[src/rtl/ide_byte_bridge.sv]
module ide_byte_bridge #(
  parameter logic [7:0] HOLD_RESET = 8'h00
) (
  input  logic        clk,
  input  logic        rst_n,
  input  logic        sel,
  input  logic [3:0]  addr,
  input  logic        hrd,
  input  logic        hwr,
  input  logic [7:0]  hdata_in,
  output logic [7:0]  hdata_out,
  output logic [2:0]  ide_da,
  output logic        ide_cs0_n,
  output logic        ide_dior_n,
  output logic        ide_diow_n,
  input  logic [15:0] ide_din,
  output logic [15:0] ide_dout,
  output logic        ide_doe
);

  logic [7:0] hold;
  logic       rd_ok, wr_ok, odd;
  logic       rd_even, wr_odd, wr_even;

  assign odd     = addr[0];
  assign rd_ok   = sel && hrd && !hwr;
  assign wr_ok   = sel && hwr && !hrd;
  assign rd_even = rd_ok && !odd;
  assign wr_even = wr_ok && !odd;
  assign wr_odd  = wr_ok && odd;

  assign ide_da     = addr[3:1];
  assign ide_cs0_n  = !(rd_even || wr_odd);
  assign ide_dior_n = !rd_even;
  assign ide_diow_n = !wr_odd;
  assign ide_doe    = wr_odd;
  assign ide_dout   = {hdata_in, hold};
  assign hdata_out  = odd ? hold : ide_din[7:0];

  always_ff @(posedge clk or negedge rst_n) begin
    if (!rst_n)       hold <= HOLD_RESET;
    else if (rd_even) hold <= ide_din[15:8];
    else if (wr_even) hold <= hdata_in;
  end

endmodule


[config.mk]
export PLATFORM = sky130hd
export DESIGN_NAME = ide_byte_bridge
export DESIGN_NICKNAME = d
export VERILOG_FILES = /design/src/rtl/ide_byte_bridge.sv
export SDC_FILE = /design/constraint.sdc
export NUM_CORES = 1
export LEC_CHECK = 0
export BUFFER_PORTS_ARGS = -buffer_cell sky130_fd_sc_hd__buf_2
export CAP_MARGIN = 0
export CORE_ASPECT_RATIO = 1.2
export CORE_UTILIZATION = 40
export DETAILED_ROUTE_END_ITERATION = 10
export MAX_ROUTING_LAYER = met4
export PLACE_DENSITY = 0.85
export SYNTH_ARGS = -nofsm -noshare
export SYNTH_HDL_FRONTEND = slang
export SYNTH_SLANG_ARGS = --single-unit
[constraint.sdc]
create_clock -name clk -period 1.4 [get_ports clk]
set_input_delay 0.21 -clock clk [delete_from_list [all_inputs] [get_ports clk]]
set_output_delay 0.21 -clock clk [all_outputs]
set_load 0.005 [all_outputs]
==> impl_metrics.csv, run 1 <==
group,metric,value,unit
status,status,"finished, final reports clean",
pwr,power_switching,297,uW
worst_hold_path,holdPathStages,3,
setup_path,crit_path_end_kind,"output pin",
sta,skew,0,ns
global_routing,overflow,0,
yosys,avgSynthCellArea,9.29,um2
setup_path,r2r_setup_slack,0.54,ns
setup_path,worstReg2RegStart,"hold[2]",
flow_run,maxCapViolations,0,
clock_tree,numCtsBuffers,3,
die,start_util,43.6,%
clock_tree,cts.clk_slew.worst_paths,0.06,ns
yosys,synthFlopType,"dfrtp_1",
sta,fin_setup_tns,0,ns
yosys,syn-cell-area,724,um2
clock_tree,clockBufferDepth,2,
global_routing,grt_antenna_before_repair,0,
detailed_routing,ant_nets,0,
detailed_routing,post_drt_wl_per_cell,13.3,um
place,io_buffers,57,
clock_tree,insertion_delay,0.25,ns
die,die_w,40.9,um
sta,grt_setup_unrepaired,"no",
cells_and_area,top_register,"hold",
cells_and_area,fin_util,58.4,%
cells_and_area,largest_reg_flops,8,
setup_path,crit_path_max_fanout,4,
detailed_routing,wirelength,1.90,mm
global_routing,grt_usage,20.8,%
worst_hold_path,min_to,"hold[1]",
pwr,p_int,592,uW
place,place_ws,0.0782,ns
yosys,synth_seq_cells,8,
yosys,synth_edf_count,0,
sta,slew_headroom,74.1,%
sta,whs,0.236,ns
worst_hold_path,min_path_type,"input port to flop",
pwr,ir_drop,0.422,mV
die,pin_count,64,
pwr,p_per_area,916,mW/mm2
sta,finalHoldViolCount,0,
detailed_routing,drt-pass1-iter-count,4,
die,row_count,16,
yosys,synthArstFlopShare,100,%
pwr,p_leak,0.000487,uW
yosys,synthCells,78,
die,die_y,48.6,um
global_routing,grt_pass1_wl,2.75,mm
place,dp_hpwl,1.44,mm
cells_and_area,finalNetCount,160,
sta,setup_violations,0,
cells_and_area,largestRegisters,"hold x8",
clock_tree,cts.sinks,8,
global_routing,grt_pass1_vias,649,
detailed_routing,first_iter_violations,16,
setup_path,path_class,"flop to output pin",
setup_path,critical_path_required,1.19,ns
pwr,comb_power_share,40.5,%
yosys,yosysSeqAreaShare,27.6,%
yosys,syn_nets,111,
cells_and_area,n_antenna_cell,0,
sta,finalCritPeriodShare,92.1,%
sta,setup_slack,0.111,ns
pwr,clockPowerShare,20.4,%
clock_tree,cts-root-buf,"clkbuf_4",
sta,period_minus_slack,1.29,ns
yosys,synth_warnings,0,
die,die-area,0.00199,mm2
setup_path,critical_path_arrival,1.08,ns
sta,slew_viol_final,0,
yosys,ys_types,23,
place,place.gp.congestion,0.804,
detailed_routing,vias,750,
clock_tree,htreeDepth,1,
sta,max_freq,776,MHz
sta,tightest_slew,0.389,ns
setup_path,cp-start-kind,"flop",
setup_path,ff2ff_path_depth,2,
clock_tree,cts_tree,"done",
setup_path,reg2reg_to,"hold[2]",
detailed_routing,drc,0,
cells_and_area,drive_above_1_share,63.2,%
pwr,p_sw_share,33.4,%
global_routing,grt_max_degree,15,
die,coreArea,0.00166,mm2
cells_and_area,synthToLayoutAreaGrowth,34.0,%
pwr,seqPwrFrac,39.0,%
worst_hold_path,hold_start,"hdata_in[1]",
clock_tree,post_cts.repair.setup_buffers,0,
detailed_routing,viasPerCell,5.24,
repair_timing:
action,in CTS,in global routing
hold buffers,1,0
hold endpoints to repair,8,0
gates resized for setup,0,0
cells in the final DEF (no fill, tap or decap), types with 3 or more instances in the layout:
cell type | Yosys | layout
a211oi_1 | 8 | 8
a21oi_1 | 8 | 8
buf_2 | 3 | 57
buf_4 | 11 | 3
clkbuf_4 | 0 | 3
dfrtp_1 | 8 | 8
mux2_2 | 8 | 8
nor2_1 | 10 | 10
o22ai_2 | 7 | 7
layer usage:
| metal | track usage [%] | up-vias | routed length, um |
|---|---|---|---|
| met2 | 31.0 | 43 | 930 |
| li1 | - | 369 | - |
| met1 | 24.1 | 336 | 793 |
| met3 | 3.21 | 2 | 134 |
| met4 | 13.9 | 0 | 36 |
| met5 | - | - | 0 |
cell usage after synthesis, types with 3 or more instances:
cell / number / area (um2)
a211oi_1: 8 / 60.1
a21oi_1: 8 / 40.0
buf_2: 3 / 15.0
buf_4: 11 / 82.6
dfrtp_1: 8 / 200
mux2_2: 8 / 90.1
nor2_1: 10 / 37.5
o22ai_2: 7 / 87.6
final cells by class:
| class | count | area, um2 |
|---|---|---|
| Inverter | 2 | 21.3 |
| Sequential cell | 8 | 200 |
| Fill cell | 157 | 691 |
| Multi-Input combinational cell | 51 | 387 |
| Timing Repair Buffer | 61 | 318 |
| Clock buffer | 3 | 22.5 |
| Tap cell | 18 | 22.5 |
cells by family after synthesis:
logic type / synth area share, %
AND/OR/NAND/NOR: 13.1
buffers and inverters: 19.0
flip-flops: 27.6
multiplexers: 12.4
AO/OA/AOI/OAI: 27.8
power by group through the flow:
stage                     clock [uW]  combinational, uW  sequential (uW)
after floorplan                    0                203              343
after global placement             0                348              343
after detailed placement           0                358              348
after CTS                        181                361              346
after global routing             192                399              355
final                            182                360              347
worst max-delay path, cell delays in order, from the launching register on:
cell and delay (ns):
dfrtp_1 0.42, mux2_2 0.28, buf_2 0.13
worst max path at each step:
stage          startpoint            to  slack [ns]  cells after the start
2_1_floorplan     addr[0]       hold[0]        0.36                      4
3_3_place_gp          hwr       hold[4]        0.12                      4
3_5_place_dp      addr[0]       hold[2]        0.08                      5
4_1_cts           hold[4]  hdata_out[4]        0.11                      2
5_1_grt           hold[3]  hdata_out[3]        0.08                      2
6_report          hold[4]  hdata_out[4]        0.11                      2
per-stage QoR:
step,instance area [um2],power [uW],cells
after floorplan,724,547,78
after global routing,971,946,143
final,971,889,143
after CTS,971,888,143
after detailed placement,938,706,139
after global placement,938,691,139
Note: power is estimated with default switching activity, not from simulation.
==> run 2, diff against run 1 <==
--- a/config.mk
+++ b/config.mk
@@ -5,13 +5,14 @@
 export SDC_FILE = /design/constraint.sdc
 export NUM_CORES = 1
 export LEC_CHECK = 0
+export ABC_AREA = 1
 export BUFFER_PORTS_ARGS = -buffer_cell sky130_fd_sc_hd__buf_2
 export CAP_MARGIN = 0
 export CORE_ASPECT_RATIO = 1.2
-export CORE_UTILIZATION = 40
+export CORE_UTILIZATION = 33
 export DETAILED_ROUTE_END_ITERATION = 10
 export MAX_ROUTING_LAYER = met4
-export PLACE_DENSITY = 0.85
+export PLACE_DENSITY = 0.75
 export SYNTH_ARGS = -nofsm -noshare
 export SYNTH_HDL_FRONTEND = slang
 export SYNTH_SLANG_ARGS = --single-unit
==> constraint.sdc (replaced) <==
create_clock -name clk -period 1.15 [get_ports clk]
set_input_delay 0.1725 -clock clk [delete_from_list [all_inputs] [get_ports clk]]
set_output_delay 0.1725 -clock clk [all_outputs]
set_load 0.005 [all_outputs]
==> run 2 against run 1 <==
Critical path depth increased by 1. Clock power increased by 12%. Synthesized cell count increased by 35%. Critical endpoint is now hdata_out[5].
==> impl_metrics.csv, run 2 <==
group,metric,value,unit
yosys,avgSynthCellArea,6.76,um2
setup_path,reg2reg_to,"hold[5]",
clock_tree,cts_tree,"done",
cells_and_area,synthToLayoutAreaGrowth,35.8,%
setup_path,critical_path_required,0.98,ns
setup_path,cp-start-kind,"flop",
sta,max_freq,951,MHz
clock_tree,cts.clk_slew.worst_paths,0.04,ns
yosys,ys_top_cells_by_area,"nand2_1 31%, dfrtp_1 28%, buf_4 12%, nand3_1 11%, nand2_4 3.2%",
die,die_y,52.8,um
global_routing,grt_pass1_wl,2.76,mm
die,coreArea,0.00205,mm2
clock_tree,htreeDepth,1,
yosys,synth_common_cells,"58 x nand2_1, 16 x nand3_1, 11 x buf_4",
cells_and_area,top_register,"hold",
worst_hold_path,hold_start,"hdata_in[0]",
die,die_w,44.3,um
cells_and_area,drive_above_1_share,44.8,%
yosys,synth_top_area_share,30.7,%
setup_path,worstReg2RegStart,"hold[5]",
yosys,syn-cell-area,709,um2
worst_hold_path,min_to,"hold[0]",
cells_and_area,largestRegisters,"hold x8",
sta,finalCritPeriodShare,91.5,%
sta,skew,0,ns
yosys,yosysMostFrequentCell,"nand2_1",
pwr,p_per_area,977,mW/mm2
setup_path,r2r_setup_slack,0.49,ns
yosys,synth_seq_cells,8,
setup_path,crit_path_max_fanout,3,
detailed_routing,post_drt_wl_per_cell,9.10,um
sta,fin_setup_tns,0,ns
global_routing,overflow,0,
sta,whs,0.216,ns
setup_path,crit_path_end_kind,"output pin",
yosys,yosysSeqAreaShare,28.2,%
detailed_routing,drt-pass1-iter-count,5,
worst_hold_path,holdPathStages,5,
die,row_count,18,
cells_and_area,n_fill_cell,227,
clock_tree,numCtsBuffers,3,
pwr,p_leak,0.000613,uW
yosys,synthArstFlopShare,100,%
clock_tree,insertion_delay,0.25,ns
die,start_util,34.6,%
sta,period_minus_slack,1.05,ns
global_routing,grt_usage,16.5,%
place,place.gp.congestion,0.763,
setup_path,ff2ff_path_depth,2,
detailed_routing,first_iter_violations,7,
yosys,synth_warnings,0,
cells_and_area,largest_reg_flops,8,
sta,slew_headroom,85.5,%
setup_path,critical_path_arrival,0.88,ns
status,status,"finished, final reports clean",
global_routing,grt_antenna_before_repair,0,
yosys,synthCells,105,
clock_tree,cts.sinks,8,
place,dp_hpwl,1.45,mm
yosys,syn_nets,138,
clock_tree,clockBufferDepth,2,
detailed_routing,drc,0,
global_routing,grt_pass1_vias,689,
clock_tree,postCtsResizedCells,0,
sta,grt_setup_unrepaired,"no",
die,die-area,0.00234,mm2
pwr,ir_drop,0.440,mV
yosys,synth_largest_area_cell,"nand2_1",
sta,slew_viol_final,0,
setup_path,path_class,"flop to output pin",
detailed_routing,vias,799,
yosys,synth_edf_count,0,
detailed_routing,ant_nets,0,
cells_and_area,layout_commonest_cell,"nand2_1",
cells_and_area,finalNetCount,189,
die,pin_count,64,
place,io_buffers,57,
detailed_routing,viasPerCell,4.34,
detailed_routing,wirelength,1.68,mm
sta,tightest_slew,0.217,ns
worst_hold_path,min_path_type,"input port to flop",
sta,finalHoldViolCount,0,
global_routing,grt_max_degree,19,
cells_and_area,final_cell_mix,"58 x nand2_1, 57 x buf_2, 16 x nand3_1",
flow_run,maxCapViolations,0,
clock_tree,cts-root-buf,"clkbuf_4",
yosys,synthFlopType,"dfrtp_1",
yosys,ys_types,15,
sta,setup_violations,0,
cells_and_area,n_antenna_cell,0,
## run 2: cell count changes after synthesis, moves of 7 or more
cell,previous run,this run
nor2_1,10,0
mux2_2,8,0
nand2_1,1,58
nand3_1,1,16
o22ai_2,7,0
a211oi_1,8,0
a21oi_1,8,1
## run 2: area by class of cell
class | instances | area, um2 | share of cell area (%)
multi-input cells | 81 | 383 | 39.7
repair buffers | 59 | 303 | 31.4
flip-flops and latches | 8 | 200 | 20.8
well taps | 30 | 37.5 | 3.90
clock buffers | 3 | 22.5 | 2.34
inverters | 3 | 17.5 | 1.82
## run 2: metrics by stage
step | util [%] | setup slack [ns] | total power (uW) | cells | area (um2)
after floorplan | - | 0.300 | 582 | 105 | 709
after global placement | 45.4 | 0.111 | 739 | 180 | 931
after detailed placement | 45.4 | 0.0800 | 747 | 180 | 931
after CTS | 47.0 | 0.0853 | 957 | 184 | 963
after global routing | 47.0 | 0.0407 | 1010 | 184 | 963
final | 47.0 | 0.0983 | 941 | 184 | 963
## run 2: worst max-delay path by stage
| stage | slack (ns) | to | from | cells past startpoint |
|---|---|---|---|---|
| finish | 0.1 | hdata_out[5] | hold[5] | 3 |
| global route | 0.04 | ide_dior_n | hrd | 5 |
| CTS | 0.09 | hdata_out[5] | hold[5] | 3 |
| detailed placement | 0.08 | hold[5] | hrd | 7 |
| global placement | 0.11 | hold[6] | addr[0] | 7 |
| floorplan | 0.30 | hold[3] | sel | 8 |
## run 2: timing repair
item	4_1_cts	5_1_grt
setup buffers	0	0
hold endpoints to repair	8	0
hold buffers	1	0
## run 2: report_power, final
group	internal (uW)	switching [uW]	leakage (uW)	total, uW
Sequential	341	42.9	0.000100	384
Combinational	178	176	0.000499	354
Clock	119	84.6	0.0000138	203
## run 2: cells by family after synthesis
group | share of synthesized area [%]
flip-flops | 28.2
buffers and inverters | 17.8
AO/OA/AOI/OAI | 0.705
AND/OR/NAND/NOR | 53.3
## run 2: critical path, cell delays in order, from the launching register on
cell	delay, ns
dfrtp_1	0.40
nand2_1	0.07
nand2_1	0.04
buf_2	0.11
## run 2: routing by layer
| metal | vias up | track usage (%) | routed length [um] |
|---|---|---|---|
| li1 | 422 | - | - |
| met1 | 320 | 17.6 | 684 |
| met2 | 52 | 29.2 | 811 |
| met3 | 5 | 2.07 | 140 |
| met4 | 0 | 9.09 | 39 |
| met5 | - | - | 0 |
==> run 3, diff against run 2 <==
--- a/config.mk
+++ b/config.mk
@@ -12,7 +12,7 @@
 export CORE_UTILIZATION = 33
 export DETAILED_ROUTE_END_ITERATION = 10
 export MAX_ROUTING_LAYER = met4
-export PLACE_DENSITY = 0.75
+export PLACE_DENSITY = 0.83
 export SYNTH_ARGS = -nofsm -noshare
 export SYNTH_HDL_FRONTEND = slang
 export SYNTH_SLANG_ARGS = --single-unit
==> run 3 against run 2 <==
Die area is the same. Worst setup slack got worse by 0.0024 ns. First-iteration DRC count up 140%. Flip-flop and latch count did not move. Largest power group unchanged. Highest routed layer unchanged.
==> impl_metrics.csv, run 3 (synthesis results as in run 2) <==
group,metric,value,unit
detailed_routing,viasPerCell,4.41,
clock_tree,cts.sinks,8,
clock_tree,insertion_delay,0.25,ns
clock_tree,htreeDepth,1,
clock_tree,postCtsResizedCells,0,
cells_and_area,finalNetCount,189,
cells_and_area,final_cell_mix,"58 x nand2_1, 57 x buf_2, 16 x nand3_1",
die,start_util,34.6,%
die,die_y,52.8,um
setup_path,critical_path_required,0.98,ns
detailed_routing,vias,812,
sta,max_freq,949,MHz
status,status,"finished, final reports clean",
clock_tree,cts_tree,"done",
place,place.gp.congestion,0.738,
detailed_routing,drt-pass1-iter-count,6,
flow_run,maxCapViolations,0,
place,io_buffers,57,
cells_and_area,drive_above_1_share,44.8,%
worst_hold_path,min_path_type,"input port to flop",
setup_path,slowest_delay,0.39,ns
pwr,seqPwrFrac,39.9,%
sta,setup_violations,0,
pwr,power_switching,318,uW
cells_and_area,layout_commonest_cell,"nand2_1",
pwr,p_int,638,uW
pwr,comb_power_share,37.6,%
sta,grt_setup_unrepaired,"no",
setup_path,crit_path_end_kind,"output pin",
die,coreArea,0.00205,mm2
sta,finalCritPeriodShare,91.7,%
pwr,p_sw_share,33.3,%
clock_tree,cts-root-buf,"clkbuf_4",
setup_path,critical_path_arrival,0.88,ns
detailed_routing,wirelength,1.76,mm
cells_and_area,top_register,"hold",
die,row_count,18,
clock_tree,cts.clk_slew.worst_paths,0.05,ns
place,dp_hpwl,1.45,mm
detailed_routing,post_drt_wl_per_cell,9.56,um
global_routing,grt_usage,16.8,%
setup_path,slowest_stage,"dfrtp_1",
sta,slew_headroom,86.0,%
detailed_routing,first_iter_violations,17,
sta,fin_setup_tns,0,ns
pwr,p_per_area,992,mW/mm2
setup_path,path_class,"flop to output pin",
pwr,ir_drop,0.336,mV
setup_path,critPathTopFamily,"flip-flops",
setup_path,crit_path_max_fanout,3,
cells_and_area,fin_util,47.0,%
pwr,clockPowerShare,22.5,%
global_routing,grt_max_degree,19,
global_routing,overflow,0,
sta,period_minus_slack,1.05,ns
die,die-area,0.00234,mm2
detailed_routing,ant_nets,0,
cells_and_area,finalNonFillerCells,184,
place,dp.cells,180,
clock_tree,numCtsBuffers,3,
cells_and_area,largest_reg_flops,8,
sta,skew,0,ns
cells_and_area,n_antenna_cell,0,
global_routing,grt_pass1_wl,2.82,mm
sta,finalHoldViolCount,0,
global_routing,grt_pass1_vias,716,
setup_path,cp-start-kind,"flop",
sta,tightest_slew,0.210,ns
clock_tree,clockBufferDepth,2,
setup_path,worst-path-buf-inv,1,
global_routing,grt_antenna_before_repair,0,
setup_path,crit_chain,"nand2_1 -> nand2_1 -> buf_2",
sta,slew_viol_final,0,
cells_and_area,synthToLayoutAreaGrowth,35.8,%
detailed_routing,drc,0,
pwr,p_leak,0.000613,uW
die,die_w,44.3,um
die,pin_count,64,
cells_and_area,largestRegisters,"hold x8",
setup_path,timing.critical_path.mode_cell,"nand2_1",
## run 3: metal layers
metal | part of all wire [%] | vias to the layer above | global-route usage (%)
li1 | - | 418 | -
met1 | 40 | 338 | 16.0
met2 | 48 | 50 | 30.1
met3 | 9.1 | 6 | 3.10
met4 | 2.4 | 0 | 11.6
met5 | 0 | - | -
## run 3: power by group through the flow
| stage | Sequential, uW | Combinational (uW) | Clock (uW) |
|---|---|---|---|
| after CTS | 383 | 363 | 222 |
| after floorplan | 390 | 191 | 0 |
| after global routing | 390 | 408 | 236 |
| after detailed placement | 388 | 358 | 0 |
| final | 382 | 359 | 215 |
| after global placement | 388 | 347 | 0 |
## run 3: layout make-up
class	count	area, um2
Clock buffer	3	22.5
Fill cell	215	1090
Inverter	3	17.5
Multi-Input combinational cell	81	383
Sequential cell	8	200
Tap cell	30	37.5
Timing Repair Buffer	59	303
## run 3: stage by stage
step	power, uW	setup WS [ns]	instance area [um2]	hold WS, ns
CTS	967	0.0848	963	0.212
detailed placement	746	0.0774	931	0.0191
floorplan	582	0.300	709	-0.123
finish	956	0.0959	963	0.220
global route	1030	0.0475	963	0.260
global placement	735	0.110	931	0.0113
## run 3: worst register-to-register path, stage by stage, from the launching register on
cell     delay, ns
dfrtp_1       0.40
nand3_1       0.09
nand2_1       0.06
## run 3: worst paths after layout
kind | slack [ns] | from | cells after the start | to
worst max-delay path | 0.1 | hold[0] | 3 | hdata_out[0]
worst min-delay path | 0.22 | hdata_in[5] | 5 | hold[5]
worst max register to register | 0.50 | hold[7] | 2 | hold[7]
worst min register to register | 0.54 | hold[1] | 2 | hold[1]
max in group asynchronous | 0.70 | rst_n | 2 | hold[5]
min in group asynchronous | 0.29 | rst_n | 2 | hold[6]
## run 3: timing repair
action | CTS | global route
hold buffers | 1 | 0
endpoints found under the setup margin | 0 | 0
hold endpoints to repair | 8 | 0
setup buffers | 0 | 0
